==> config.mk <==
export PLATFORM = sky130hd
export DESIGN_NAME = cpu_ctrl_fsm
export DESIGN_NICKNAME = d
export VERILOG_FILES = /design/src/rtl/cpu_ctrl_pkg.sv /design/src/rtl/cpu_ctrl_sync.sv /design/src/rtl/cpu_ctrl_next.sv /design/src/rtl/cpu_ctrl_decode.sv /design/src/rtl/cpu_ctrl_fsm.sv
export SDC_FILE = /design/constraint.sdc
export NUM_CORES = 1
export LEC_CHECK = 0
export BUFFER_PORTS_ARGS = -buffer_cell sky130_fd_sc_hd__buf_2
export CORE_MARGIN = 2
export CORE_UTILIZATION = 35
export DETAILED_ROUTE_END_ITERATION = 10
export GPL_TIMING_DRIVEN = 1
export PLACE_DENSITY_LB_ADDON = 0.25
export SLEW_MARGIN = 0
export SYNTH_ARGS = -nofsm -noshare
export SYNTH_HDL_FRONTEND = slang
export SYNTH_SLANG_ARGS = --single-unit
export TNS_END_PERCENT = 1
==> constraint.sdc <==
create_clock -name clk_i -period 2.1 [get_ports clk_i]
set_input_delay 0.42 -clock clk_i [delete_from_list [all_inputs] [get_ports clk_i]]
set_output_delay 0.42 -clock clk_i [all_outputs]
set_load 0.005 [all_outputs]
==> src/rtl/cpu_ctrl_pkg.sv <==
package cpu_ctrl_pkg;

  localparam int STATE_W = 4;
  localparam int CTRL_W  = 18;
  localparam int OP_W    = 2;

  typedef enum logic [STATE_W-1:0] {
    ST_IF0 = 4'b0000,
    ST_OD  = 4'b0001,
    ST_LD0 = 4'b0010,
    ST_LD1 = 4'b0011,
    ST_LD2 = 4'b0100,
    ST_ST0 = 4'b0101,
    ST_ST1 = 4'b0110,
    ST_AD0 = 4'b0111,
    ST_AD1 = 4'b1000,
    ST_AD2 = 4'b1001,
    ST_BR0 = 4'b1010,
    ST_IF1 = 4'b1011,
    ST_BR1 = 4'b1100,
    ST_IF3 = 4'b1101,
    ST_RES = 4'b1110,
    ST_IF2 = 4'b1111
  } state_e;

  typedef enum logic [OP_W-1:0] {
    OP_LOAD  = 2'b00,
    OP_STORE = 2'b01,
    OP_ADD   = 2'b10,
    OP_BRN   = 2'b11
  } op_e;

  typedef logic [CTRL_W-1:0] ctrl_t;

  localparam int C_PC_CLR     = 0;
  localparam int C_PC_INC     = 1;
  localparam int C_PC_LD      = 2;
  localparam int C_MAR_LD_PC  = 3;
  localparam int C_MAR_LD_IR  = 4;
  localparam int C_MBR_LD_MEM = 5;
  localparam int C_MBR_LD_AC  = 6;
  localparam int C_MBR_DRIVE  = 7;
  localparam int C_IR_LD      = 8;
  localparam int C_AC_LD      = 9;
  localparam int C_ALU_ADD    = 10;
  localparam int C_ALU_PASS   = 11;
  localparam int C_MEM_REQ    = 12;
  localparam int C_MEM_RD     = 13;
  localparam int C_MEM_WR     = 14;
  localparam int C_MAR_DRIVE  = 15;
  localparam int C_AC_CLR     = 16;
  localparam int C_IR_CLR     = 17;

  localparam int MAX_ACTIVE = 4;

endpackage

==> src/rtl/cpu_ctrl_sync.sv <==
module cpu_ctrl_sync #(
  parameter bit           EN      = 1'b1,
  parameter int           W       = 1,
  parameter logic [W-1:0] RST_VAL = '0
) (
  input  logic         clk_i,
  input  logic         rst_ni,
  input  logic [W-1:0] d_i,
  output logic [W-1:0] q_o
);

  generate
    if (EN) begin : g_flop
      logic [W-1:0] q_q;
      always_ff @(posedge clk_i or negedge rst_ni) begin
        if (!rst_ni) q_q <= RST_VAL;
        else         q_q <= d_i;
      end
      assign q_o = q_q;
    end else begin : g_pass
      assign q_o = d_i;
    end
  endgenerate

endmodule

==> src/rtl/cpu_ctrl_next.sv <==
module cpu_ctrl_next
  import cpu_ctrl_pkg::*;
(
  input  state_e          state_i,
  input  logic            reset_i,
  input  logic            wait_i,
  input  logic [OP_W-1:0] op_i,
  input  logic            sign_i,
  output state_e          next_o
);

  state_e seq_next;

  always_comb begin
    seq_next = ST_IF0;
    unique case (state_i)
      ST_RES: seq_next = ST_IF0;
      ST_IF0: seq_next = ST_IF1;
      ST_IF1: seq_next = ST_IF2;
      ST_IF2: seq_next = wait_i ? ST_IF2 : ST_IF3;
      ST_IF3: seq_next = ST_OD;
      ST_OD: begin
        unique case (op_e'(op_i))
          OP_LOAD:  seq_next = ST_LD0;
          OP_STORE: seq_next = ST_ST0;
          OP_ADD:   seq_next = ST_AD0;
          OP_BRN:   seq_next = ST_BR0;
          default:  seq_next = ST_LD0;
        endcase
      end
      ST_LD0: seq_next = ST_LD1;
      ST_LD1: seq_next = wait_i ? ST_LD1 : ST_LD2;
      ST_LD2: seq_next = ST_IF0;
      ST_ST0: seq_next = ST_ST1;
      ST_ST1: seq_next = wait_i ? ST_ST1 : ST_IF0;
      ST_AD0: seq_next = ST_AD1;
      ST_AD1: seq_next = wait_i ? ST_AD1 : ST_AD2;
      ST_AD2: seq_next = ST_IF0;
      ST_BR0: seq_next = sign_i ? ST_BR1 : ST_IF0;
      ST_BR1: seq_next = ST_IF0;
      default: seq_next = ST_RES;
    endcase
  end

  // soft reset overrides every transition
  assign next_o = reset_i ? ST_RES : seq_next;

endmodule

==> src/rtl/cpu_ctrl_decode.sv <==
module cpu_ctrl_decode
  import cpu_ctrl_pkg::*;
(
  input  state_e state_i,
  output ctrl_t  ctrl_o
);

  ctrl_t rd_grp;
  ctrl_t wr_grp;

  always_comb begin
    rd_grp = '0;
    rd_grp[C_MEM_REQ]    = 1'b1;
    rd_grp[C_MEM_RD]     = 1'b1;
    rd_grp[C_MAR_DRIVE]  = 1'b1;
    rd_grp[C_MBR_LD_MEM] = 1'b1;
    wr_grp = '0;
    wr_grp[C_MEM_REQ]    = 1'b1;
    wr_grp[C_MEM_WR]     = 1'b1;
    wr_grp[C_MAR_DRIVE]  = 1'b1;
    wr_grp[C_MBR_DRIVE]  = 1'b1;
  end

  always_comb begin
    ctrl_o = '0;
    unique case (state_i)
      ST_RES: begin
        ctrl_o[C_PC_CLR] = 1'b1;
        ctrl_o[C_AC_CLR] = 1'b1;
        ctrl_o[C_IR_CLR] = 1'b1;
      end
      ST_IF0: ctrl_o[C_MAR_LD_PC] = 1'b1;
      ST_IF1: ctrl_o[C_PC_INC]    = 1'b1;
      ST_IF2: ctrl_o = rd_grp;
      ST_IF3: ctrl_o[C_IR_LD]     = 1'b1;
      ST_OD:  ctrl_o = '0;
      ST_LD0: ctrl_o[C_MAR_LD_IR] = 1'b1;
      ST_LD1: ctrl_o = rd_grp;
      ST_LD2: begin
        ctrl_o[C_AC_LD]    = 1'b1;
        ctrl_o[C_ALU_PASS] = 1'b1;
      end
      ST_ST0: begin
        ctrl_o[C_MAR_LD_IR] = 1'b1;
        ctrl_o[C_MBR_LD_AC] = 1'b1;
      end
      ST_ST1: ctrl_o = wr_grp;
      ST_AD0: ctrl_o[C_MAR_LD_IR] = 1'b1;
      ST_AD1: ctrl_o = rd_grp;
      ST_AD2: begin
        ctrl_o[C_AC_LD]   = 1'b1;
        ctrl_o[C_ALU_ADD] = 1'b1;
      end
      ST_BR0: ctrl_o = '0;
      ST_BR1: ctrl_o[C_PC_LD] = 1'b1;
      default: ctrl_o = '0;
    endcase
  end

endmodule

==> src/rtl/cpu_ctrl_fsm.sv <==
module cpu_ctrl_fsm
  import cpu_ctrl_pkg::*;
#(
  parameter bit SYNC_INPUTS = 1'b1
) (
  input  logic                 clk_i,
  input  logic                 rst_ni,
  input  logic                 reset_i,
  input  logic                 wait_i,
  input  logic [OP_W-1:0]      ir_op_i,
  input  logic                 ac_sign_i,
  output logic [CTRL_W-1:0]    ctrl_o,
  output logic [STATE_W-1:0]   state_o
);

  logic   reset_s;
  logic   wait_s;
  state_e state_q;
  state_e state_d;

  cpu_ctrl_sync #(
    .EN      (SYNC_INPUTS),
    .W       (2),
    .RST_VAL (2'b11)
  ) u_sync (
    .clk_i  (clk_i),
    .rst_ni (rst_ni),
    .d_i    ({reset_i, wait_i}),
    .q_o    ({reset_s, wait_s})
  );

  cpu_ctrl_next u_next (
    .state_i (state_q),
    .reset_i (reset_s),
    .wait_i  (wait_s),
    .op_i    (ir_op_i),
    .sign_i  (ac_sign_i),
    .next_o  (state_d)
  );

  always_ff @(posedge clk_i or negedge rst_ni) begin
    if (!rst_ni) state_q <= ST_RES;
    else         state_q <= state_d;
  end

  cpu_ctrl_decode u_dec (
    .state_i (state_q),
    .ctrl_o  (ctrl_o)
  );

  assign state_o = state_q;

endmodule

# Yosys cells after proc, flatten, opt, wreduce, memory -nomap -nowiden
# Cells that the tools add are included.
# Widths: inputs -> output; s select.
dict set report word_totals {
  out_inout_bits 22
  elab_cells 48
  in_bits 7
  reg_bits 6
}
dict set report classes {
  n_reduce_logical 6
  n_eq_ne 18
  mux 22
}
# cell n
set op_table {}
lappend op_table {{$pmux 4 s13} 1}
lappend op_table {{$eq 4x4->1 const B} 8}
lappend op_table {{$eq 4x3->1 const B} 4}
lappend op_table {{$pmux 4 s4} 1}
lappend op_table {{$mux 1} 13}
lappend op_table {{$eq 4x2->1 const B} 2}
lappend op_table {{$mux 4} 2}
lappend op_table {{$pmux 4 s2} 1}
lappend op_table {{$mux 3} 2}
lappend op_table {{$reduce_or 3->1} 2}
lappend op_table {{$eq 2x2->1 const B} 2}
lappend op_table {{$eq 4x1->1 const B} 1}
lappend op_table {{$logic_not 4->1} 1}
lappend op_table {{$mux 2} 2}
lappend op_table {{$reduce_or 4->1} 1}
lappend op_table {{$eq 2x1->1 const B} 1}
lappend op_table {{$logic_not 2->1} 1}
lappend op_table {{$reduce_or 2->1} 1}

# Depth between registers and ports, before layout
# Gate-level depths: netlist of the first run.
dict set report logic_depth {
  word_depth 4
  mapped_depth 5
  ltp_nobuf 5
}

# By module
# A second synthesis of the first run with hierarchy kept.
dict set report hier_totals {
  cells_unflattened 79
  area_unflattened_um2 610.6
}
# module instances seq_area_each_um2 cells_per_inst area_each_um2
set modules_own_cells {}
lappend modules_own_cells {cpu_ctrl_next 1 0.0 38 229.0}
lappend modules_own_cells {cpu_ctrl_decode 1 0.0 35 225.2}
lappend modules_own_cells {cpu_ctrl_fsm 1 103.8 4 103.8}
lappend modules_own_cells {cpu_ctrl_sync 1 52.6 2 52.6}

# Least setup slack after synthesis of the first run
# OpenSTA, ideal clock, no wires.
dict set report synth_path {
  kind {register to output}
  from {reg state_q[2], in the netlist state_o[2]}
  to {out ctrl_o[15]}
  path_buffers 2
  required_time_ns 1.680
  t_arrival_ns 1.337
  path_stages_with_launch 6
  slack_ns 0.343
  cell_sequence {dfstp_2 buf_2 xor2_1 mux2i_1 a22o_1 buf_4}
}
dict set report synth_via {
  elab_chain_cells 3
  word_cells_on_any_way 6
  cone_classes {eq/ne (4); mux (1); reduce/logical (1)}
}
# element line
set synth_rtl {}
lappend synth_rtl {{from (decl)} cpu_ctrl_fsm.sv:18} ;# state_e state_q;
lappend synth_rtl {{from (signal assigned)} cpu_ctrl_fsm.sv:43} ;# else state_q <= state_d;
lappend synth_rtl {{$eq 4x4->1 / $eq 4x2->1 (equally long branches)} cpu_ctrl_decode.sv:26} ;# unique case (state_i)
lappend synth_rtl {{$reduce_or 3->1 (no line)} -}
lappend synth_rtl {{$pmux 4 s2 (*)} cpu_ctrl_decode.sv:26}
lappend synth_rtl {{to (decl)} cpu_ctrl_fsm.sv:12} ;# output logic [CTRL_W-1:0] ctrl_o,
# Mark *: on every way between the ends. The rest lies on a longest branch, timed or not.

# Worst setup path in the final report of the first run
dict set report layout_path {
  from {reg state_q[3], in the netlist state_o[3]}
  to {out ctrl_o[12]}
}
# Same word-level chain as after synthesis.

==> flow_summary.toml, run 1 <==
[final_layout]
num-nets-final = 115
design_area_sq_um = 785
syn_to_final_growth_pct = 24.7
n_antenna_cell = 0
layout-drive-gt1-share_pct = 40.0
regArea_sq_um = 160
multi_input_area_sq_um = 394
fillers = 183

[critical_path]
startpoint_type = "flip-flop"
rr_startpoint = "state_o[2]"
r2r_end = "state_o[1]"
critPathArrivalTime_ns = 1.58
startpoint = "state_o[3]"
critPathKind = "flip-flop to output pin"
reg2regPathDepth = 4
worst_setup_path_end_kind = "output pin"
ff2ff_setup_slack_ns = 0.57
critPathRequiredTime_ns = 1.68
crit_path_max_fanout = 18

[pwr]
switchingPower_mw = 0.230
power_density_nw_per_um2 = 724
pwr-share-comb_pct = 42.7
power_frac_clock_pct = 20.9
power_mw = 0.568
swShare_pct = 40.4
peakVddDrop_v = 0.000352
leakagePower_nw = 0.378
seqPwrFrac_pct = 36.4
p_int_mw = 0.338

[worst_hold_path]
min_delay_path_depth = 1
hold_end = "u_sync.q_o[1]"
hold_class = "input pin to flip-flop"
hp-start = "reset_i"

[drt]
drcViolationCount = 0
ant_nets = 0
drt_iter0_markers = 13
post_drt_wl_per_cell_um = 11.6
vias = 651
wl_mm = 1.51
vias_per_cell = 5.01
firstDrtPassIters = 4

[job]
maxCapViolCount = 0

[global_routing]
groute.usage.overall_pct = 15.1
grt_max_degree = 24
grt_pass1_vias = 534
grt_overflow_total = 0
antenna_found_initial = 0
grt_pass1_wl_mm = 2.28

[place]
hpwl_mm = 1.07
portBuffers = 28
pre_cts_slack_ns = 0.308
dpl_cell_area_sq_um = 732
place_congestion = 0.741

[timing]
max_freq_mhz = 500
layout_setup_ws_ns = 0.101
rsz0062_at_grt = "false"
timing.hold.ws_ns = 0.272
finalHoldViolations = 0
slew_violations = 0
finalCriticalPeriod_ns = 2.00
fin_crit_sh_pct = 95.2
setup_viol = 0
skew_ns = 0.00118
worst_pin_slew_ns = 0.566
fin_tns_setup_ns = 0
slew-limit-headroom_pct = 62.3

[synth]
syn_area_per_cell_sq_um = 7.58
synth_area_leader_cell = "dfstp_2"
postSynth.asyncResetShare_pct = 100
ys_seq_area_share_pct = 24.9
ys_ff_latch = 6
synth_edf_count = 0
syn_inst = 83
synth.cell_area_sq_um = 629
synth_cell_types = 34
synth_top_area_share_pct = 20.9
ys_warn_count = 0
synth_nets = 92
synth_ff_type = "dfstp_2"
ys_top_cells_by_area = "dfstp_2 (21%), buf_2 (5.6%), nand2_1 (5.4%)"

[cts]
cts.clk_slew.worst_paths_ns = 0.05
clkSinkCount = 6
cts_buffers = 3
clk_path_buf_depth = 2
root_buffer = "clkbuf_4"
cts_tree = "built"
htreeDepth = 1
clkLatencyLatePin_ns = 0.24

[die]
dieArea_sq_um = 2150
io_pins = 29
core_sq_um = 1710
start_util_pct = 36.8
die_h_um = 46.4
rows = 15
die_x_um = 46.4

[run_status]
outcome = "complete, no violations"
## flip-flops by register name, indices dropped and copies added, names as in the netlist
| register | cells |
|---|---|
| state_o | 4 |
| u_sync.q_o | 2 |
## synthesized netlist by cell type, drive strengths merged (3+ instances only)
| cell | count |
|---|---|
| buf | 12 |
| dfstp | 5 |
| inv | 4 |
| nand2 | 9 |
| nand2b | 4 |
| nor2 | 8 |
| nor2b | 3 |
| nor3 | 4 |
| o211ai | 3 |
| o21ai | 5 |
## cell families after synthesis
logic type | share of synthesized area, %
AND/OR/NAND/NOR | 32.4
AO/OA/AOI/OAI | 21.3
buffers and inverters | 14.5
flip-flops | 24.9
adder cells (fa/ha/maj) | 3.98
XOR/XNOR | 1.39
multiplexers | 1.59
## per-layer routing
layer	global-route usage, %	part of all wire (%)
met4	8.57	1.3
met2	23.9	50
met5	0	0
met3	2.75	3.4
met1	18.9	46
## cells in the final DEF (no fill, tap or decap), drive strengths merged
| cell | Yosys | layout |
|---|---|---|
| a21boi | 2 | 2 |
| a21o | 2 | 2 |
| a21oi | 2 | 2 |
| a221o | 1 | 1 |
| a22o | 1 | 1 |
| a31oi | 1 | 1 |
| and3b | 1 | 1 |
| buf | 12 | 29 |
| clkbuf | 0 | 4 |
| dfrtp | 1 | 1 |
| dfstp | 5 | 5 |
| dlygate4sd3 | 0 | 1 |
| ha | 2 | 2 |
| inv | 4 | 4 |
| mux2i | 1 | 1 |
| nand2 | 9 | 9 |
| nand2b | 4 | 4 |
| nand3 | 2 | 2 |
| nand3b | 2 | 2 |
| nor2 | 8 | 8 |
| nor2b | 3 | 3 |
| nor3 | 4 | 4 |
| nor4 | 1 | 1 |
| nor4b | 1 | 1 |
| nor4bb | 1 | 1 |
| o2111ai | 1 | 1 |
| o211ai | 3 | 3 |
| o21ai | 5 | 5 |
| o31ai | 1 | 1 |
| or3 | 1 | 1 |
| or4 | 1 | 1 |
| xor2 | 1 | 1 |
## area by class of cell
class,instances,share of cell area (%)
multi-input combinational,61,50.2
timing repair buffer,30,20.1
sequential,6,20.4
clock buffer,4,3.35
inverter,4,1.91
tap,25,3.99
## how the worst max path moves through the flow
stage / end
2_1_floorplan: ctrl_o[15]
3_3_place_gp: ctrl_o[15]
3_5_place_dp: ctrl_o[12]
4_1_cts: ctrl_o[12]
5_1_grt: ctrl_o[12]
6_report: ctrl_o[12]
## power groups by stage
stage	clock, mW	sequential [mW]	combinational, mW
3_5_place_dp	0	0.203	0.238
2_1_floorplan	0	0.155	0.224
6_report	0.119	0.207	0.243
4_1_cts	0.126	0.200	0.241
3_3_place_gp	0	0.199	0.235
5_1_grt	0.133	0.215	0.275
## timing repair
action | in CTS | in global routing
endpoints found under the setup margin | 0 | 3
buffers inserted | 0 | 0
gates resized for setup | 0 | 4
hold buffers | 1 | 0
endpoints found under the hold margin | 1 | 0
## critical path, cell delays in order (launching register included)
cell	delay, ns
dfstp_4	0.72
nand2b_2	0.19
mux2i_1	0.09
a22o_1	0.21
buf_2	0.12
## stage by stage
| stage | instances | util, % |
|---|---|---|
| floorplan | 83 | - |
| finish | 130 | 45.9 |
| detailed placement | 125 | 42.9 |
| CTS | 130 | 45.0 |
| global placement | 125 | 42.9 |
| global route | 130 | 45.9 |
(Power assumes the default switching activity.)
==> run 2: changes to the inputs <==
- REMOVE_ABC_BUFFERS: unset -> 1
==> run 2 against run 1 <==
  * Cell count unchanged
  * Power down 1.8%
  * Non-clock buffer count unchanged
  * Sequential share of layout area unchanged
  * Setup slack better by 0.019 ns
  * Critical path type unchanged
  * Largest power group unchanged
==> flow_summary.toml, run 2 (synthesized netlist as in run 1, its figures left out) <==
[global_routing]
groute.usage.overall_pct = 14.2
grt_pass1_vias = 524
antenna_found_initial = 0
grt_overflow_total = 0
grt_pass1_wl_mm = 2.19
grt_max_degree = 24

[pwr]
switchingPower_mw = 0.220
p_int_mw = 0.338
peakVddDrop_v = 0.000293
leakagePower_nw = 0.378
swShare_pct = 39.4
power_density_nw_per_um2 = 711
power_frac_clock_pct = 20.0
pwr-share-comb_pct = 42.4
seqPwrFrac_pct = 37.7

[die]
rows = 15
die_h_um = 46.4
dieArea_sq_um = 2150
start_util_pct = 36.8
io_pins = 29
die_x_um = 46.4
core_sq_um = 1710

[cts]
clkSinkCount = 6
cts_setup_buffers = 0
root_buffer = "clkbuf_4"
clkLatencyLatePin_ns = 0.24
cts_buffers = 3
cts.clk_slew.worst_paths_ns = 0.05
htreeDepth = 1
clk_path_buf_depth = 2
cts_tree = "built"

[timing]
finalCriticalPeriod_ns = 1.98
fin_crit_sh_pct = 94.2
rsz0062_at_grt = "false"
slew-limit-headroom_pct = 62.5
fin_tns_setup_ns = 0
setup_viol = 0
timing.hold.ws_ns = 0.283
skew_ns = 0.00660
worst_pin_slew_ns = 0.562
slew_violations = 0
max_freq_mhz = 505
finalHoldViolations = 0

[run_status]
outcome = "complete, no violations"

[critical_path]
startpoint_type = "flip-flop"
crit_end = "ctrl_o[15]"
rr_startpoint = "state_o[2]"
critPathRequiredTime_ns = 1.68
r2r_end = "state_o[1]"
crit_path_max_fanout = 18
worst_setup_path_end_kind = "output pin"
startpoint = "state_o[3]"
critPathKind = "flip-flop to output pin"
ff2ff_setup_slack_ns = 0.52
reg2regPathDepth = 4
critPathArrivalTime_ns = 1.56

[final_layout]
final_cell_mix = "buf_2 (28), nand2_1 (9), nor2_1 (8)"
largest_register_ffs = 4
syn_to_final_growth_pct = 24.7
n_antenna_cell = 0
layout-drive-gt1-share_pct = 40.0
final_common_cell = "buf_2"
num-nets-final = 115

[drt]
ant_nets = 0
vias = 640
vias_per_cell = 4.92
post_drt_wl_per_cell_um = 10.6
wl_mm = 1.37
drt_iter0_markers = 13
firstDrtPassIters = 4
drcViolationCount = 0

[job]
maxCapViolCount = 0

[worst_hold_path]
hold_class = "input pin to flip-flop"

[place]
place_congestion = 0.718
portBuffers = 28
hpwl_mm = 1.03
-- run 2: cell counts in the layout (fill, tap and decap cells not counted) --
Identical to the previous run, type by type.
-- run 2: area by class of cell --
cell class	instances	area (sq um)
clock buffer	4	26.3
fill	180	923
inverter	4	15.0
multi-input combinational	61	394
sequential	6	160
tap	25	31.3
timing repair buffer	30	158
-- run 2: worst min-delay path by stage --
stage	startpoint	end	slack, ns	depth (start not counted)
after floorplan	rst_ni	state_o[0]	0.12	0
after global placement	rst_ni	state_o[0]	0.24	1
after detailed placement	rst_ni	state_o[0]	0.25	1
after CTS	wait_i	u_sync.q_o[0]	0.28	1
after global routing	wait_i	u_sync.q_o[0]	0.26	1
final	reset_i	u_sync.q_o[1]	0.28	1
-- run 2: repair_timing --
item,CTS,global route
hold endpoints to repair,1,0
gates resized for setup,0,4
hold buffers,1,0
endpoints found under the setup margin,0,3
-- run 2: metrics by stage --
| step | setup slack, ns | utilization [%] | cells | instance area, sq um | power (mW) |
|---|---|---|---|---|---|
| 3_3_place_gp | 0.362 | 42.9 | 125 | 732 | 0.434 |
| 4_1_cts | 0.0434 | 45.0 | 130 | 768 | 0.555 |
| 6_report | 0.121 | 45.9 | 130 | 785 | 0.558 |
| 3_5_place_dp | 0.308 | 42.9 | 125 | 732 | 0.439 |
| 2_1_floorplan | 0.464 | - | 71 | 553 | 0.332 |
| 5_1_grt | 0.00517 | 45.9 | 130 | 785 | 0.618 |
-- run 2: power groups by stage --
stage                     combinational [mW]  clock, mW  sequential [mW]
final                                  0.236      0.111            0.210
after global routing                   0.270      0.127            0.220
after CTS                              0.235      0.116            0.204
after detailed placement               0.233          0            0.206
after global placement                 0.230          0            0.204
after floorplan                        0.135          0            0.197
-- run 2: worst max-delay path: stages, from the launching register on --
cell and delay (ns):
dfstp_4 0.72, nand2b_2 0.20, mux2i_1 0.08, a22o_1 0.20, buf_2 0.12
-- run 2: layer usage --
metal	vias to the layer above	routed length (um)	track usage, %
met3	2	41	3.53
met4	0	12	5.14
li1	330	-	-
met1	298	667	18.6
met2	10	651	22.2
met5	-	0	0
==> run 3: changes to the inputs <==
--- a/config.mk
+++ b/config.mk
@@ -12,3 +12,3 @@
 export GPL_TIMING_DRIVEN = 1
-export PLACE_DENSITY_LB_ADDON = 0.25
+export PLACE_DENSITY = 0.6
 export REMOVE_ABC_BUFFERS = 1
--- a/constraint.sdc
+++ b/constraint.sdc
@@ -3,2 +3,2 @@
 set_output_delay 0.42 -clock clk_i [all_outputs]
-set_load 0.005 [all_outputs]
+set_load 0.1 [all_outputs]
==> run 3 against run 2 <==
  * Global-route usage increased by 2.6 points
  * Cell count rose by 4.6%
  * Fmax decreased by 4.1%
  * Wire length is 35% higher
  * Sequential cell count did not move
  * Count of clock-buffer cells in the layout stayed put
  * Clock skew down 0.0042 ns
  * Worst hold slack worse by 0.0090 ns
  * Largest cell class is now buffers
==> flow_summary.toml, run 3 (synthesized netlist as in run 1, its figures left out) <==
[cts]
clkSinkCount = 6
cts_tree = "built"
htreeDepth = 1
clkLatencyLatePin_ns = 0.25
clk_path_buf_depth = 2
cts.clk_slew.worst_paths_ns = 0.05
cts_buffers = 3
root_buffer = "clkbuf_4"

[timing]
skew_ns = 0.00237
fin_crit_sh_pct = 98.3
layout_setup_ws_ns = 0.0360
setup_viol = 0
slew_violations = 0
timing.hold.ws_ns = 0.274
finalHoldViolations = 0
slew-limit-headroom_pct = 66.3
rsz0062_at_grt = "true"
max_freq_mhz = 484
finalCriticalPeriod_ns = 2.06
worst_pin_slew_ns = 0.502

[drt]
vias_per_cell = 5.04
post_drt_wl_per_cell_um = 13.7
vias = 685
ant_nets = 0
drt_iter0_markers = 9
firstDrtPassIters = 4
wl_mm = 1.86
drcViolationCount = 0

[die]
dieArea_sq_um = 2150
die_x_um = 46.4
core_sq_um = 1710
rows = 15
io_pins = 29
start_util_pct = 36.8
die_h_um = 46.4

[critical_path]
crit_buf_inv = 1
startpoint_type = "flip-flop"
crit_path_max_fanout = 11
r2r_end = "state_o[2]"
ff2ff_setup_slack_ns = 0.36
critPathSlowestCell = "dfstp_4"
worst_setup_path_end_kind = "output pin"
crit_chain = "xor2_4 -> mux2i_1 -> a22o_2 -> buf_12"
rr_startpoint = "state_o[2]"
crit_end = "ctrl_o[12]"
reg2regPathDepth = 5
critPathArrivalTime_ns = 1.64
critPathTopFamily = "flip-flops"
slowest_delay_ns = 0.69
startpoint = "state_o[3]"
critPathKind = "flip-flop to output pin"
path_depth = 4
critPathRequiredTime_ns = 1.68

[worst_hold_path]
hp-start = "reset_i"
hold_class = "input pin to flip-flop"
min_delay_path_depth = 1

[final_layout]
final_common_cell = "buf_12"
layout-drive-gt1-share_pct = 49.5
n_antenna_cell = 0
syn_to_final_growth_pct = 80.7
design_area_sq_um = 1140
final_cell_mix = "buf_12 (18), buf_2 (11), nand2_1 (9)"
largest_register_ffs = 4
fillers = 146
multi_input_area_sq_um = 432
num-nets-final = 121
regArea_sq_um = 165

[global_routing]
antenna_found_initial = 0
grt_pass1_vias = 628
grt_overflow_total = 0
groute.usage.overall_pct = 16.8
grt_max_degree = 19
grt_pass1_wl_mm = 2.64

[job]
maxCapViolCount = 0

[pwr]
power_density_nw_per_um2 = 1130
leakagePower_nw = 0.473
peakVddDrop_v = 0.000833

[place]
pre_cts_slack_ns = 0.155
portBuffers = 28
dpl_cell_area_sq_um = 1020
place_congestion = 0.741
hpwl_mm = 1.29

[run_status]
outcome = "complete, no violations"
[run 3: cell count changes in the layout (fill, tap and decap cells not counted), moves of 2 or more]
cell,delta
a21oi_1,-2
a21oi_2,+2
buf_12,+18
buf_2,-17
buf_4,+4
nor3_1,-2
nor3_2,+2
[run 3: what timing repair did]
item,in CTS,in global routing
hold buffers,1,0
endpoints found under the hold margin,1,0
endpoints found under the setup margin,10,16
gates resized for setup,2,12
pin swaps,0,1
buffers inserted,0,3
[run 3: layer usage]
layer	GRT usage (%)	wire, um	vias to the layer above
li1	-	-	340
met1	21.8	773	337
met2	27.5	1050	8
met3	5.88	31	0
met4	1.71	0	0
met5	0	0	-
[run 3: cell type report]
cell class | count | area share [%]
Clock buffer | 4 | 2.31
Inverter | 4 | 1.32
Sequential cell | 6 | 14.5
Timing Repair Buffer | 36 | 41.1
Tap cell | 25 | 2.75
Multi-Input combinational cell | 61 | 38.0
[run 3: worst register-to-register path: cells and delay by family (launching register included)]
kind / cells / cell delay [ns]
flops: 1 / 0.69
buf+inv: 2 / 0.39
compound gates: 2 / 0.39
simple gates: 1 / 0.19
[run 3: worst min-delay path by stage]
stage | endpoint | slack, ns
after floorplan | state_o[0] | 0.12
after global placement | state_o[0] | 0.24
after detailed placement | state_o[0] | 0.25
after CTS | u_sync.q_o[1] | 0.27
after global routing | u_sync.q_o[1] | 0.25
final | u_sync.q_o[1] | 0.27
[run 3: metrics by stage]
| step | utilization (%) | cells | power, mW | setup TNS (ns) |
|---|---|---|---|---|
| 2_1_floorplan | - | 71 | 0.801 | -33.39 |
| 3_3_place_gp | 60.0 | 128 | 1.11 | 0 |
| 3_5_place_dp | 60.0 | 128 | 1.12 | 0 |
| 4_1_cts | 62.4 | 133 | 1.24 | -0.303 |
| 5_1_grt | 66.6 | 136 | 1.35 | -0.158 |
| 6_report | 66.6 | 136 | 1.29 | 0 |
[run 3: power by group]
| group | leakage, nW | total [mW] | internal (mW) | switching (mW) |
|---|---|---|---|---|
| Sequential | 0.0652 | 0.197 | 0.146 | 0.0505 |
| Clock | 0.0150 | 0.116 | 0.0721 | 0.0438 |
| Combinational | 0.393 | 0.973 | 0.311 | 0.662 |
